**config.mk**
```make
export PLATFORM = sky130hd
export DESIGN_NAME = aux_pwm_shadowed
export DESIGN_NICKNAME = d
export VERILOG_FILES = /design/src/rtl/apwm_pkg.sv /design/src/rtl/apwm_regs.sv /design/src/rtl/apwm_counter.sv /design/src/rtl/apwm_outstage.sv /design/src/rtl/aux_pwm_shadowed.sv
export SDC_FILE = /design/constraint.sdc
export NUM_CORES = 1
export LEC_CHECK = 0
export ABC_AREA = 1
export BUFFER_PORTS_ARGS = -buffer_cell sky130_fd_sc_hd__buf_4
export CAP_MARGIN = 25
export CORE_MARGIN = 2
export CORE_UTILIZATION = 50
export CTS_CLUSTER_DIAMETER = 30
export CTS_CLUSTER_SIZE = 12
export DETAILED_ROUTE_END_ITERATION = 7
export GPL_ROUTABILITY_DRIVEN = 0
export PLACE_DENSITY = 0.68
export SLEW_MARGIN = 5
export SYNTH_ARGS = -nofsm -noshare
export SYNTH_HDL_FRONTEND = slang
export SYNTH_HIERARCHICAL = 1
export SYNTH_SLANG_ARGS = --single-unit
export TNS_END_PERCENT = 10
```
**constraint.sdc**
```tcl
create_clock -name clk -period 4 [get_ports clk]
set_input_delay 1.2 -clock clk [delete_from_list [all_inputs] [get_ports clk]]
set_output_delay 1.2 -clock clk [all_outputs]
set_load 0.05 [all_outputs]
```
**src/rtl/apwm_pkg.sv**
```systemverilog
package apwm_pkg;
  localparam int unsigned CTRL_W = 16;

  // register byte offsets
  localparam logic [7:0] OFF_PER_ACT = 8'h08;
  localparam logic [7:0] OFF_CMP_ACT = 8'h0C;
  localparam logic [7:0] OFF_PER_SHD = 8'h10;
  localparam logic [7:0] OFF_CMP_SHD = 8'h14;
  localparam logic [7:0] OFF_CTRL    = 8'h2A;

  // control word bit positions
  localparam int unsigned BIT_RUN  = 4;
  localparam int unsigned BIT_MODE = 9;
  localparam int unsigned BIT_INV  = 10;

  typedef struct packed {
    logic run;
    logic mode;
    logic inv;
  } apwm_mode_t;
endpackage

```
**src/rtl/apwm_regs.sv**
```systemverilog
module apwm_regs
  import apwm_pkg::*;
#(
  parameter int unsigned ADDR_W = 6,
  parameter int unsigned DATA_W = 32
) (
  input  logic              clk,
  input  logic              rst_n,
  input  logic              bus_valid,
  input  logic              bus_write,
  input  logic [ADDR_W-1:0] bus_addr,
  input  logic [DATA_W-1:0] bus_wdata,
  input  logic              wrap,
  output logic [DATA_W-1:0] per_act,
  output logic [DATA_W-1:0] cmp_act,
  output apwm_mode_t        mode_bits,
  output logic [DATA_W-1:0] bus_rdata
);
  logic [DATA_W-1:0] per_act_q, per_act_d, cmp_act_q, cmp_act_d;
  logic [DATA_W-1:0] per_shd_q, cmp_shd_q;
  logic [CTRL_W-1:0] ctrl_q;
  logic [DATA_W-1:0] rdata_q, rdata_d;
  logic              pend_q, pend_d;
  logic              hit_pa, hit_ca, hit_ps, hit_cs, hit_ctl, rd_en, xfer;
  logic              per_act_en, cmp_act_en;

  // decode and next state
  always_comb begin
    hit_pa  = bus_valid & bus_write & (bus_addr == ADDR_W'(OFF_PER_ACT));
    hit_ca  = bus_valid & bus_write & (bus_addr == ADDR_W'(OFF_CMP_ACT));
    hit_ps  = bus_valid & bus_write & (bus_addr == ADDR_W'(OFF_PER_SHD));
    hit_cs  = bus_valid & bus_write & (bus_addr == ADDR_W'(OFF_CMP_SHD));
    hit_ctl = bus_valid & bus_write & (bus_addr == ADDR_W'(OFF_CTRL));
    rd_en   = bus_valid & ~bus_write;
    xfer    = wrap & pend_q;

    per_act_en = hit_pa | xfer;
    per_act_d  = hit_pa ? bus_wdata : per_shd_q;
    cmp_act_en = hit_ca | xfer;
    cmp_act_d  = hit_ca ? bus_wdata : cmp_shd_q;

    pend_d = hit_ps | hit_cs | (pend_q & ~wrap);

    rdata_d = '0;
    if (rd_en) begin
      unique case (bus_addr)
        ADDR_W'(OFF_PER_ACT): rdata_d = per_act_q;
        ADDR_W'(OFF_CMP_ACT): rdata_d = cmp_act_q;
        ADDR_W'(OFF_PER_SHD): rdata_d = per_shd_q;
        ADDR_W'(OFF_CMP_SHD): rdata_d = cmp_shd_q;
        ADDR_W'(OFF_CTRL):    rdata_d = DATA_W'(ctrl_q);
        default:              rdata_d = '0;
      endcase
    end
  end

  always_ff @(posedge clk or negedge rst_n) begin
    if (!rst_n) begin
      per_act_q <= '0;
    end else if (per_act_en) begin
      per_act_q <= per_act_d;
    end
  end

  always_ff @(posedge clk or negedge rst_n) begin
    if (!rst_n) begin
      cmp_act_q <= '0;
    end else if (cmp_act_en) begin
      cmp_act_q <= cmp_act_d;
    end
  end

  always_ff @(posedge clk or negedge rst_n) begin
    if (!rst_n) begin
      per_shd_q <= '0;
    end else if (hit_ps) begin
      per_shd_q <= bus_wdata;
    end
  end

  always_ff @(posedge clk or negedge rst_n) begin
    if (!rst_n) begin
      cmp_shd_q <= '0;
    end else if (hit_cs) begin
      cmp_shd_q <= bus_wdata;
    end
  end

  always_ff @(posedge clk or negedge rst_n) begin
    if (!rst_n) begin
      ctrl_q <= '0;
    end else if (hit_ctl) begin
      ctrl_q <= bus_wdata[CTRL_W-1:0];
    end
  end

  always_ff @(posedge clk or negedge rst_n) begin
    if (!rst_n) begin
      pend_q  <= 1'b0;
      rdata_q <= '0;
    end else begin
      pend_q  <= pend_d;
      rdata_q <= rdata_d;
    end
  end

  always_comb begin
    per_act        = per_act_q;
    cmp_act        = cmp_act_q;
    mode_bits.run  = ctrl_q[BIT_RUN];
    mode_bits.mode = ctrl_q[BIT_MODE];
    mode_bits.inv  = ctrl_q[BIT_INV];
    bus_rdata      = rdata_q;
  end

  // working pair holds between wraps unless written directly
  a_r8_hold_midperiod: assert property (@(posedge clk) disable iff (!rst_n)
    (!wrap && !hit_pa && !hit_ca) |=> ($stable(per_act_q) && $stable(cmp_act_q)));

  // a wrap without a pending staged write copies nothing
  a_r9_no_copy: assert property (@(posedge clk) disable iff (!rst_n)
    (!pend_q && !hit_pa && !hit_ca) |=> ($stable(per_act_q) && $stable(cmp_act_q)));

  // transfer clears the pending flag when no new staged write collides
  a_r9_pend_clear: assert property (@(posedge clk) disable iff (!rst_n)
    (wrap && pend_q && !hit_ps && !hit_cs) |=> !pend_q);
endmodule

```
**src/rtl/apwm_counter.sv**
```systemverilog
module apwm_counter #(
  parameter int unsigned CNT_W = 32
) (
  input  logic             clk,
  input  logic             rst_n,
  input  logic             run,
  input  logic [CNT_W-1:0] per_act,
  output logic [CNT_W-1:0] cnt,
  output logic             wrap
);
  localparam logic [CNT_W:0] ONE = (CNT_W+1)'(1);

  logic [CNT_W-1:0] cnt_q, cnt_d;
  logic [CNT_W:0]   per_eff, cnt_inc;
  logic             cnt_en;

  always_comb begin
    per_eff = (per_act == '0) ? ONE : {1'b0, per_act};
    cnt_inc = {1'b0, cnt_q} + ONE;
    wrap    = run & (cnt_inc >= per_eff);
    cnt_en  = run;
    cnt_d   = wrap ? '0 : cnt_inc[CNT_W-1:0];
  end

  always_ff @(posedge clk or negedge rst_n) begin
    if (!rst_n) begin
      cnt_q <= '0;
    end else if (cnt_en) begin
      cnt_q <= cnt_d;
    end
  end

  assign cnt = cnt_q;

  // a stopped counter holds its value
  a_r3_hold_stopped: assert property (@(posedge clk) disable iff (!rst_n)
    !run |=> $stable(cnt_q));

  // a wrap returns the count to zero
  a_r4_wrap_to_zero: assert property (@(posedge clk) disable iff (!rst_n)
    wrap |=> (cnt_q == '0));
endmodule

```
**src/rtl/apwm_outstage.sv**
```systemverilog
module apwm_outstage #(
  parameter int unsigned CNT_W = 32
) (
  input  logic             [CNT_W-1:0] cnt,
  input  logic             [CNT_W-1:0] cmp,
  input  apwm_pkg::apwm_mode_t         mode_bits,
  output logic                         pwm
);
  logic below;

  always_comb begin
    below = (cnt < cmp);
    pwm   = mode_bits.mode & (below ^ mode_bits.inv);
  end
endmodule

```
**src/rtl/aux_pwm_shadowed.sv**
```systemverilog
module aux_pwm_shadowed
  import apwm_pkg::*;
#(
  parameter int unsigned ADDR_W = 6,
  parameter int unsigned DATA_W = 32
) (
  input  logic              clk,
  input  logic              rst_n,
  input  logic              bus_valid,
  input  logic              bus_write,
  input  logic [ADDR_W-1:0] bus_addr,
  input  logic [DATA_W-1:0] bus_wdata,
  output logic [DATA_W-1:0] bus_rdata,
  output logic              pwm_out
);
  logic [DATA_W-1:0] per_act, cmp_act, cnt;
  logic              wrap;
  apwm_mode_t        mode_bits;

  apwm_regs #(.ADDR_W(ADDR_W), .DATA_W(DATA_W)) u_regs (
    .clk       (clk),
    .rst_n     (rst_n),
    .bus_valid (bus_valid),
    .bus_write (bus_write),
    .bus_addr  (bus_addr),
    .bus_wdata (bus_wdata),
    .wrap      (wrap),
    .per_act   (per_act),
    .cmp_act   (cmp_act),
    .mode_bits (mode_bits),
    .bus_rdata (bus_rdata)
  );

  apwm_counter #(.CNT_W(DATA_W)) u_counter (
    .clk     (clk),
    .rst_n   (rst_n),
    .run     (mode_bits.run),
    .per_act (per_act),
    .cnt     (cnt),
    .wrap    (wrap)
  );

  apwm_outstage #(.CNT_W(DATA_W)) u_out (
    .cnt       (cnt),
    .cmp       (cmp_act),
    .mode_bits (mode_bits),
    .pwm       (pwm_out)
  );

  // output parked low while PWM mode is off
  a_r7_low_when_off: assert property (@(posedge clk) disable iff (!rst_n)
    !mode_bits.mode |-> !pwm_out);

  // compare of zero with normal polarity never drives high
  a_r5_zero_cmp_low: assert property (@(posedge clk) disable iff (!rst_n)
    (mode_bits.mode && !mode_bits.inv && cmp_act == '0) |-> !pwm_out);
endmodule

```
# Word-level counts from Yosys, hierarchy flattened
# Cells that the tools add are included.
# classes
n_addsub,1
order_cmp,2
eq_ne,5
n_mux,6
bitwise_logic,18
n_reduce_logical,1
# op_table
cell,count
32-bit two-way mux,5
32-bit one-hot mux with 5 select lines,1
"32-bit by 1-bit adder with 33-bit output, second input constant",1
33-bit >= comparator,1
32-bit logical NOT,1
32-bit less-than comparator,1
"6-bit by 4-bit equality test with 1-bit output, second input constant",2
"6-bit by 5-bit equality test with 1-bit output, second input constant",2
1-bit AND,11
"6-bit equality test, second input constant",1
1-bit OR,4
1-bit inverter,2
1-bit XOR,1
# totals
regBits,209

# Depth between registers and ports, before layout
# logic_depth
ltp_word,7
depth_mapped,26

# Cells and area by module
# The synthesis kept the hierarchy.
# modules_own_cells
mod,instances,cells_each,area_per_inst_um2
apwm_regs,1,1014,8161.6
apwm_counter,1,513,3324.4
apwm_outstage,1,136,852.1

# Worst setup path after synthesis
# No wires, ideal clock.
# synth_path
path_type,register -> register
startpoint,register u_counter.cnt_q[0] (netlist: u_counter/cnt[0])
endpoint,register u_regs.per_act_q[21] (netlist: u_regs/per_act[21])
setup_time_ns,0.069
t_arrival_ns,3.443
t_required_ns,3.931
setup_slack_ns,0.488
path_stages_with_launch,24
n_path_buf,3
cell_sequence,dfrtp_1 ha_1 nand2_2 nor2_2 nand3_2 nor2_1 xnor2_1 clkinv_1 ha_1 nand2_1 nor2_1 nand2_1 nor2_1 nand3_1 nand3_1 nand2_1 buf_2 a21oi_2 nand2_1 inv_1 clkbuf_1 buf_1 nand3_1 nand3_1
# synth_via
elab_chain_cells,5
# synth_lines
element,line_no,source
from (decl),apwm_counter.sv:13,"logic [CNT_W-1:0] cnt_q, cnt_d;"
from (signal assigned),apwm_counter.sv:29,cnt_q <= cnt_d;
32-bit by 1-bit adder with 33-bit output,apwm_counter.sv:19,"cnt_inc = {1'b0, cnt_q} + ONE;"
33-bit >= comparator,apwm_counter.sv:20,wrap = run & (cnt_inc >= per_eff);
1-bit AND,apwm_counter.sv:20,
via wrap,aux_pwm_shadowed.sv:17,logic wrap;
1-bit AND,apwm_regs.sv:35,xfer = wrap & pend_q;
1-bit OR,apwm_regs.sv:37,per_act_en = hit_pa | xfer;
to (signal assigned),apwm_regs.sv:61,per_act_q <= per_act_d;
to (decl),apwm_regs.sv:19,"logic [DATA_W-1:0] per_act_q, per_act_d, cmp_act_q, cmp_act_d;"
# The timed path passes the listed nets, and every way through them passes these cells.
# A chain may end at the register's enable or synchronous reset.

# Final worst setup path
# layout_path
startpoint,register u_counter.cnt_q[21] (netlist: u_counter/cnt[21])
endpoint,output port pwm_out
# layout_via
elab_chain_cells,3
# layout_lines
element,line_no,source
32-bit less-than comparator,apwm_outstage.sv:12,below = (cnt < cmp);
1-bit XOR,apwm_outstage.sv:13,pwm = mode_bits.mode & (below ^ mode_bits.inv);
1-bit AND,apwm_outstage.sv:13,
to (decl),aux_pwm_shadowed.sv:14,output logic pwm_out
# No other way between the ends.

==> results.ini <==
[floorplanning]
top_level_ports = 75
core_um2 = 24200
rows = 57
die_w_um = 161
die_h_um = 161
dieArea_um2 = 25900
initial_utilization_pct = 50.9

[min_path]
worstHoldStart = u_regs/ctrl_q[1]
hold_path_end = u_regs/ctrl_q[1]
holdPathStages = 2
hold_path.class = flip-flop to flip-flop

[yosys]
synth-seq-area-share_pct = 42.4
synthCells = 1663
netlist.area_leader.share_pct = 42.4
synth_area_leaders = dfrtp_1 (42%), nand2_1 (16%), nand3_1 (8.9%)
synth.distinct_cells = 36
synth-edff-count = 0
synth_flop_cell = dfrtp_1
synth_area_um2 = 12300
avgSynthCellArea_um2 = 7.42
syn_nets = 1769
synthArstFlopShare_pct = 100
ys_ff_latch = 209
yosysTopAreaCell = dfrtp_1
yosys_warnings = 6

[global_routing]
grt_overflow_total = 0
antenna_found_initial = 1
grt_max_degree = 74
grt_pass1_wl_mm = 63.3
grt_usage_pct = 31.0
grt_pass1_vias = 11540

[route]
wl_per_cell_um = 18.9
drc = 0
antenna_left = 0
drtPass1Iterations = 6
drtIter0Drc = 1249
wl_mm = 40.0
via_per_inst = 5.66
vias = 11984

[timing]
tightest_slew_ns = 1.03
hold_violations = 0
fin_skew_ns = 0.0203
fin_setup_tns_ns = 0
fin_crit_sh_pct = 95.1
setup_viol = 0
drv_slew = 0
relSlewSlack_pct = 31.1
period_needed_ns = 3.81
max_freq_mhz = 263
hold_slack_ns = 0.491
rsz0062_at_grt = false

[place]
dpl-instance-area_um2 = 13200
numPortBuffers = 74
hpwl_mm = 26.3

[flow_run]
cap_violations = 0

[power_and_ir_drop]
p_leak_nw = 7.61
peakVddDrop_uv = 333
powerDensity_nw_per_um2 = 562

[clocking]
cts_tree = built
clockRootBuffer = clkbuf_16
insertion_delay_ns = 0.56
path_clk_slew_ns = 0.05
cts_buffers = 51
clk_path_buf_depth = 3
htreeDepth = 2
cts.sinks = 209

[final_layout]
n_fill_cell = 2163
final_net_count = 1856
utilization_pct = 62.1
final_area_um2 = 15100
drive_gt1_share_pct = 14.6
antenna_cells = 0
area_growth_pct = 22.1

[worst_setup_path]
required_ns = 2.80
r2r-start = u_counter/cnt[10]
critPathCaptureType = output port
critPathLaunchType = flip-flop
r2r_end = u_regs/per_act[27]
critical_path_class = flip-flop to output port
worstPathArrival_ns = 2.61
r2r_slack_ns = 0.25
rr_worst_depth = 19
crit_fanout = 4

[outcome]
status = complete, no violations

==> how the worst max path moves through the flow <==
stage / start / end / slack (ns) / depth (start not counted)
final: u_counter/cnt[21] / pwm_out / 0.19 / 10
after global routing: u_counter/cnt[5] / pwm_out / 0.04 / 12
after CTS: u_counter/cnt[1] / u_regs/cmp_act[0] / 0.13 / 23
after detailed placement: u_counter/cnt[1] / u_regs/cmp_act[6] / 0.17 / 23
after global placement: u_counter/cnt[1] / u_regs/per_act[6] / 0.32 / 20
after floorplan: u_counter/cnt[0] / u_regs/per_act[21] / 0.49 / 23
==> report_power, final <==
part | switching (mW) | leakage, nW | internal, mW
Sequential | 0.257 | 2.86 | 2.38
Clock | 1.36 | 0.876 | 2.90
Combinational | 1.06 | 3.87 | 0.511
Total | 2.67 | 7.61 | 5.79
==> critical path, cell delays in order (launching register included) <==
cell and delay, ns:
dfrtp_1 0.37, buf_4 0.16, ha_1 0.30, a21oi_1 0.13, nor2_1 0.06, nor2_2 0.08
nand3_1 0.09, a21oi_2 0.25, a21oi_1 0.11, nor2_1 0.25, buf_4 0.26
==> placed cells by master (no fill, tap or decap), drive strengths merged <==
cell        n
nand2     521
nand3     223
dfrtp     209
inv       185
nor2      134
buf       115
o21ai      85
nand4      79
ha         64
clkbuf     62
a21oi      42
clkinv     15
xor2       14
nor3       11
clkinvlp    7
bufinv      6
xnor2       4
nand3b      4
nor4        3
and3        3
a21o        2
a31o        1
nor3b       1
o21a        1
o211ai      1
==> sequential cells by signal, summed over array words and instances, names as in the netlist <==
name and cells:
u_regs/pend_q 1, u_regs/ctrl_q 16, u_regs/per_act 32, u_regs/bus_rdata 32, u_regs/cmp_act 32, u_regs/per_shd_q 32, u_counter/cnt 32, u_regs/cmp_shd_q 32
==> area by class of cell <==
class	count	area, µm²	area share, %
Timing Repair Buffer	115	891	5.92
Sequential cell	209	5230	34.7
Multi-Input combinational cell	1193	6050	40.2
Inverter	180	676	4.49
Clock buffer	62	1410	9.35
Clock inverter	33	399	2.65
Tap cell	324	405	2.69
==> what timing repair did <==
action	in CTS	in global routing
endpoints found under the setup margin	0	64
resized for setup	0	5
hold buffers	0	0
setup buffers	0	0
==> synth_stat cells (all sizes together) (2+ instances only) <==
library cell and n:
xor2 14, a21o 2, xnor2 4, nand3b 4, nor2 134, dfrtp 209, nand3 223, buf 46
nor4 3, a21oi 42, nor3 11, inv 179, nand4 79, ha 64, nand2 521, and3 3
clkbuf 35, o21ai 85
==> routing by layer <==
layer / vias up / wire [µm] / track usage, %
met5: - / 0 / 0
met4: 0 / 1300 / 12.9
met3: 122 / 4020 / 6.29
met2: 649 / 18000 / 47.4
met1: 5611 / 16700 / 43.3
li1: 5602 / - / -
==> stage by stage <==
step                setup WS, ns  total power, mW  instances
floorplan                  0.488             3.63       1663
detailed placement         0.173             4.17       2020
global placement           0.317             4.14       2020
CTS                        0.126             8.46       2115
finish                     0.194             8.46       2116
global route              0.0392             8.86       2116
==> kinds of logic (layout without fill, tap and decap cells) <==
family	after synthesis	after routing	share of synthesized area [%]
buffers and inverters	261	390	8.75
AO/OA/AOI/OAI	132	132	5.56
adder cells (fa/ha/maj)	64	64	6.49
flip-flops	209	209	42.4
AND/OR/NAND/NOR	979	979	35.5
XOR/XNOR	18	18	1.34
No activity file was read; power rests on OpenSTA's default activity.
